--- config.mk ---
export PLATFORM = sky130hd
export DESIGN_NAME = evq_state_pages
export DESIGN_NICKNAME = d
export VERILOG_FILES = /design/src/rtl/evq_pkg.sv /design/src/rtl/evq_op_decode.sv /design/src/rtl/evq_pq_update.sv /design/src/rtl/evq_pq_store.sv /design/src/rtl/evq_state_pages.sv
export SDC_FILE = /design/constraint.sdc
export NUM_CORES = 1
export LEC_CHECK = 0
export BUFFER_PORTS_ARGS = -buffer_cell sky130_fd_sc_hd__buf_2
export CORE_UTILIZATION = 60
export CTS_BUF_LIST = sky130_fd_sc_hd__clkbuf_4 sky130_fd_sc_hd__clkbuf_8
export DETAILED_ROUTE_END_ITERATION = 16
export MAX_ROUTING_LAYER = met4
export PLACE_DENSITY = 0.87
export SLEW_MARGIN = 20
export SYNTH_ARGS = -nofsm -noshare
export SYNTH_HDL_FRONTEND = slang
export SYNTH_HIERARCHICAL = 1
export SYNTH_SLANG_ARGS = --single-unit
export TNS_END_PERCENT = 10
--- constraint.sdc ---
create_clock -name clk_i -period 6.5 [get_ports clk_i]
set_clock_uncertainty 0.1 [all_clocks]
set_input_delay 0.65 -clock clk_i [delete_from_list [all_inputs] [get_ports clk_i]]
set_output_delay 0.65 -clock clk_i [all_outputs]
set_load 0.02 [all_outputs]
--- src/rtl/evq_pkg.sv ---
package evq_pkg;
  typedef struct packed {
    logic p;
    logic q;
  } pq_t;

  typedef enum logic [2:0] {
    OP_NONE,
    OP_TRIG,
    OP_EOI,
    OP_GET,
    OP_SET,
    OP_INJ,
    OP_BAD
  } op_e;

  localparam logic [1:0] SIZE_8B = 2'd3;
endpackage

--- src/rtl/evq_op_decode.sv ---
module evq_op_decode
  import evq_pkg::*;
#(
  parameter int unsigned NUM_QUEUES = 8,
  parameter int unsigned PAGE_SHIFT = 12,
  parameter int unsigned ADDR_W     = 32,
  parameter int unsigned QIDX_W     = 3
) (
  input  logic              valid_i,
  input  logic              write_i,
  input  logic [ADDR_W-1:0] addr_i,
  input  logic [1:0]        size_i,
  output op_e               op_o,
  output logic [QIDX_W-1:0] qidx_o,
  output logic              esc_o,
  output pq_t               setval_o
);
  localparam int unsigned HI_W = ADDR_W - PAGE_SHIFT - 1;

  logic [11:0]     off;
  logic [HI_W-1:0] hi;
  logic            in_range;

  assign off      = addr_i[11:0];
  assign hi       = addr_i[ADDR_W-1:PAGE_SHIFT+1];
  assign in_range = hi < HI_W'(NUM_QUEUES);
  assign qidx_o   = hi[QIDX_W-1:0];
  assign esc_o    = addr_i[PAGE_SHIFT];
  assign setval_o = '{p: off[9], q: off[8]};

  always_comb begin
    op_o = OP_NONE;
    if (valid_i) begin
      if (size_i != SIZE_8B || !in_range) begin
        op_o = OP_BAD;
      end else if (write_i) begin
        if      (off < 12'h400) op_o = OP_TRIG;
        else if (off < 12'h800) op_o = OP_EOI;
        else if (off < 12'hC00) op_o = esc_o ? OP_BAD : OP_INJ;
        else                    op_o = OP_BAD;
      end else begin
        if      (off < 12'h800) op_o = OP_EOI;
        else if (off < 12'hC00) op_o = OP_GET;
        else                    op_o = OP_SET;
      end
    end
  end
endmodule

--- src/rtl/evq_pq_update.sv ---
module evq_pq_update
  import evq_pkg::*;
(
  input  op_e         op_i,
  input  logic        write_i,
  input  pq_t         cur_i,
  input  pq_t         setval_i,
  output pq_t         nxt_o,
  output logic        notify_o,
  output logic [63:0] rdata_o
);
  always_comb begin
    nxt_o    = cur_i;
    notify_o = 1'b0;
    rdata_o  = '0;
    unique case (op_i)
      OP_TRIG: begin
        nxt_o    = '{p: 1'b1, q: cur_i.p | cur_i.q};
        notify_o = !cur_i.p && !cur_i.q;
      end
      OP_EOI: begin
        nxt_o    = '{p: cur_i.q, q: 1'b0};
        notify_o = cur_i.q;
        rdata_o  = {63'd0, cur_i.q};
      end
      OP_GET:  rdata_o = {62'd0, cur_i};
      OP_SET: begin
        nxt_o   = setval_i;
        rdata_o = {62'd0, cur_i};
      end
      OP_INJ:  notify_o = 1'b1;
      OP_BAD:  rdata_o = '1;
      default: ;
    endcase
    if (write_i) rdata_o = '0;
  end
endmodule

--- src/rtl/evq_pq_store.sv ---
module evq_pq_store
  import evq_pkg::*;
#(
  parameter int unsigned NUM_QUEUES = 8,
  parameter int unsigned QIDX_W     = 3
) (
  input  logic              clk_i,
  input  logic              rst_ni,
  input  logic [QIDX_W-1:0] qidx_i,
  input  logic              esc_i,
  output pq_t               rd_pq_o,
  input  logic              we_i,
  input  pq_t               wr_pq_i
);
  localparam int unsigned CELLS = 2 * NUM_QUEUES;

  pq_t cells [CELLS];

  for (genvar g = 0; g < NUM_QUEUES; g++) begin : g_queue
    for (genvar e = 0; e < 2; e++) begin : g_side
      pq_t cell_q;
      always_ff @(posedge clk_i or negedge rst_ni) begin
        if (!rst_ni) begin
          cell_q <= '0;
        end else if (we_i && qidx_i == QIDX_W'(g) && esc_i == 1'(e)) begin
          cell_q <= wr_pq_i;
        end
      end
      assign cells[2*g+e] = cell_q;
    end
  end

  logic [QIDX_W:0] rd_idx;
  assign rd_idx  = {qidx_i, esc_i};
  assign rd_pq_o = (32'(qidx_i) < NUM_QUEUES) ? cells[rd_idx] : '0;
endmodule

--- src/rtl/evq_state_pages.sv ---
module evq_state_pages
  import evq_pkg::*;
#(
  parameter  int unsigned NUM_QUEUES = 8,
  parameter  int unsigned PAGE_SHIFT = 12,
  parameter  int unsigned ADDR_W     = 32,
  localparam int unsigned QIDX_W     = (NUM_QUEUES > 1) ? $clog2(NUM_QUEUES) : 1
) (
  input  logic              clk_i,
  input  logic              rst_ni,
  input  logic              req_valid_i,
  input  logic              req_write_i,
  input  logic [ADDR_W-1:0] req_addr_i,
  input  logic [1:0]        req_size_i,
  output logic              rsp_valid_o,
  output logic [63:0]       rsp_rdata_o,
  output logic              rsp_err_o,
  output logic              notify_o,
  output logic [QIDX_W-1:0] notify_qidx_o,
  output logic              notify_esc_o
);
  if (!(PAGE_SHIFT == 12 || PAGE_SHIFT == 16)) begin : g_bad_shift
    $error("evq_state_pages: PAGE_SHIFT must be 12 or 16");
  end

  op_e               op;
  logic [QIDX_W-1:0] qidx;
  logic              esc;
  pq_t               setval, cur_pq, nxt_pq;
  logic              ntf;
  logic [63:0]       rdata;

  evq_op_decode #(
    .NUM_QUEUES(NUM_QUEUES), .PAGE_SHIFT(PAGE_SHIFT),
    .ADDR_W(ADDR_W), .QIDX_W(QIDX_W)
  ) i_decode (
    .valid_i (req_valid_i),
    .write_i (req_write_i),
    .addr_i  (req_addr_i),
    .size_i  (req_size_i),
    .op_o    (op),
    .qidx_o  (qidx),
    .esc_o   (esc),
    .setval_o(setval)
  );

  evq_pq_store #(.NUM_QUEUES(NUM_QUEUES), .QIDX_W(QIDX_W)) i_store (
    .clk_i  (clk_i),
    .rst_ni (rst_ni),
    .qidx_i (qidx),
    .esc_i  (esc),
    .rd_pq_o(cur_pq),
    .we_i   (op != OP_NONE && op != OP_BAD && nxt_pq != cur_pq),
    .wr_pq_i(nxt_pq)
  );

  evq_pq_update i_update (
    .op_i    (op),
    .write_i (req_write_i),
    .cur_i   (cur_pq),
    .setval_i(setval),
    .nxt_o   (nxt_pq),
    .notify_o(ntf),
    .rdata_o (rdata)
  );

  always_ff @(posedge clk_i or negedge rst_ni) begin
    if (!rst_ni) begin
      rsp_valid_o   <= 1'b0;
      rsp_rdata_o   <= '0;
      rsp_err_o     <= 1'b0;
      notify_o      <= 1'b0;
      notify_qidx_o <= '0;
      notify_esc_o  <= 1'b0;
    end else begin
      rsp_valid_o <= req_valid_i;
      rsp_rdata_o <= req_valid_i ? rdata : '0;
      rsp_err_o   <= op == OP_BAD;
      notify_o    <= ntf;
      if (ntf) begin
        notify_qidx_o <= qidx;
        notify_esc_o  <= esc;
      end
    end
  end
endmodule

==> impl_metrics.ini <==
[yosys]
synth-seq-cells = 103
synth_warnings = 6
ys_dominant_reg_cell = dfrtp_1
ys_top_cells_by_area = dfrtp_1 54%, buf_4 11%, and2_2 10%
synth_cell_types = 46
synth-edff-count = 0
synth_top_area_frac = 0.5363
synth_area_um2 = 4806
synth_top_cells_by_count = 103 x dfrtp_1, 69 x buf_4, 64 x and2_2, 31 x mux2_2, 14 x nor2_1
yosysSeqAreaShare = 0.5363
syn_inst = 371
avgSynthCellArea_um2 = 12.95
async_flop_share = 1.000
synth_nets = 409
yosysTopAreaCell = dfrtp_1
yosysMostFrequentCell = dfrtp_1

[floorplan]
dieWidth_um = 91.50
placementRows = 32
io_pins = 109
core_um2 = 7727
start_util = 0.6219
fp.dieH_um = 91.50
die_area_um2 = 8371

[timing]
hold_viol_final = 0
fin_setup_tns_ns = 0
post-route-period-util = 0.6930
finalSetupViolations = 0
slew_viol_final = 0
finalWorstSetupSlack_ns = 1.995
rsz0062_at_grt = false
max_freq_mhz = 222.0
tightest_slew_ns = 0.9986
maxSlewHeadroom = 0.3272
post-route-min-period_ns = 4.505

[finish]
syn_to_final_growth_pct = 5.806
multi_input_area_um2 = 1642
utilization = 0.6580
fillers = 536
antenna_cells = 0
regArea_um2 = 2577
drive_above_1_share = 0.5844
stdcell_count = 511
nNetsFinal = 442

[route]
dr_total_vias = 2683
wire_per_inst_um = 16.40
routed_wl_um = 8379
route.detailed.drc = 0
routed_via_density = 5.250
drt_iter0_drc = 184
first_pass_iters = 6
ant_nets = 0

[clock_network]
clock-sinks = 103
cts_buffers = 9
cts_root_buf = clkbuf_8
clock_latency_ns = 0.36
ctsHoldBuffers = 0
clkTransAtPathRegs_ns = 0.11
cts_tree = done
htree_levels = 3
post_cts_buffers = 0
cts_resized = 0
cts_max_path_buffers = 2

[critical_path]
cp.required_ns = 6.65
slowest_delay_ns = 0.59
slowest_stage = mux4_2
cpLargestDelayFamily = compound AO/OA/AOI/OAI gates
path_class = primary input to flop
critPathLaunchType = primary input
cp-end-kind = flop
arrival_ns = 4.65
path_max_fanout = 17
path_buf_inv = 1
cp_cell_sequence = buf_2 -> mux4_2 -> a222oi_1 -> mux2i_1 -> a22o_1 -> a221o_1 -> xor2_1 -> o22a_1 -> nor3b_2 -> and3_1 -> mux2_1

[hold_path]
hold_path_class = primary input to asynchronous set/reset pin

[status]
status = finished clean

[pwr]
switching_power_uw = 412.5
clock_power_share = 0.279
p_int_uw = 1005
powerDensity_nw_per_um2 = 278.7
swShare = 0.2911
p_seq_frac = 0.530
p_leak_uw = 0.002731
comb_power_share = 0.191
p_total_uw = 1417
peakVddDrop_mv = 0.1741

[placement]
dp_cells = 495
portBuffers = 100
dp_hpwl_um = 5522
dp_slack_ns = 1.658
gp_congestion = 0.8120

[global_route]
grt_max_degree = 70
grt-ovfl-total = 0
track_usage = 0.2204
grt_antenna_before_repair = 0
grt_pass1_wl_um = 13790
grt_pass1_vias = 2821

[job]
drv_cap = 0
-- final timing paths --
kind,from,to,slack [ns],cells after the start
max in group asynchronous,rst_ni,rsp_rdata_o[56],4.99,2
hold / removal,rst_ni,notify_esc_o,0.11,1
setup / recovery,req_addr_i[12],i_store/cells[18],2.00,11
min in group clk_i,i_store/cells[22],i_store/cells[22],0.41,1
setup reg to reg,i_store/cells[16],i_store/cells[18],2.36,10
hold reg to reg,i_store/cells[22],i_store/cells[22],0.41,1
-- kinds of logic after synthesis --
kind of cell	after synthesis	share of synthesized area
simple gates	110	0.1690
flops	103	0.5363
buf+inv	84	0.1234
mux	51	0.1354
compound gates	20	0.03046
xor+xnor	3	0.005468
-- cells in the final DEF, fill, tap and decap left out, types with 2 or more instances in the layout --
| master | Yosys | routed |
|---|---|---|
| a21oi_1 | 2 | 2 |
| a222oi_1 | 2 | 2 |
| and2_2 | 64 | 64 |
| and3_1 | 2 | 2 |
| and3b_1 | 2 | 2 |
| buf_2 | 2 | 99 |
| buf_4 | 69 | 4 |
| clkbuf_8 | 0 | 10 |
| dfrtp_1 | 103 | 103 |
| inv_1 | 2 | 2 |
| inv_8 | 0 | 2 |
| mux2_1 | 5 | 5 |
| mux2_2 | 31 | 31 |
| mux2_4 | 4 | 4 |
| mux2i_1 | 5 | 5 |
| mux4_2 | 6 | 6 |
| nand2_1 | 5 | 5 |
| nand2b_1 | 4 | 4 |
| nand3b_4 | 2 | 2 |
| nor2_1 | 14 | 14 |
| nor2b_1 | 3 | 3 |
| o21ai_0 | 5 | 5 |
| or3_4 | 3 | 3 |
| or4_1 | 2 | 2 |
| xor2_1 | 3 | 3 |
-- power groups by stage --
stage	registers (uW)	logic, uW	clock network [uW]
6_report	751	270	395
5_1_grt	759	291	429
4_1_cts	751	272	404
3_5_place_dp	763	271	0
3_3_place_gp	757	258	0
2_1_floorplan	783	186	0
-- metrics by stage --
stage                     hold WS (ns)  instance area [um^2]
after detailed placement        0.3885                  4877
final                           0.1110                  5085
after global placement          0.3708                  4877
after floorplan                 0.2544                  4806
after CTS                       0.1187                  5079
after global routing            0.1311                  5085
-- routing by layer --
layer | track usage | part of all wire | wire [um]
met3 | 0.05276 | 0.051 | 425
met5 | - | 0 | 0
met1 | 0.2859 | 0.42 | 3543
met4 | 0.08201 | 0.019 | 161
met2 | 0.3396 | 0.51 | 4248
-- state kept, by name (all words and copies together) (netlist names) --
register / cells
notify_o: 1
notify_qidx_o: 3
i_store/cells: 32
rsp_err_o: 1
rsp_rdata_o: 64
rsp_valid_o: 1
notify_esc_o: 1
-- layout make-up --
cell class	count	share of cell area
sequential	103	0.5069
multi-input combinational	184	0.3228
timing repair buffer	103	0.1033
clock buffer	10	0.02707
tap	102	0.02510
clock inverter	6	0.01255
inverter	3	0.002215
Note: power is estimated with default switching activity, not from simulation.
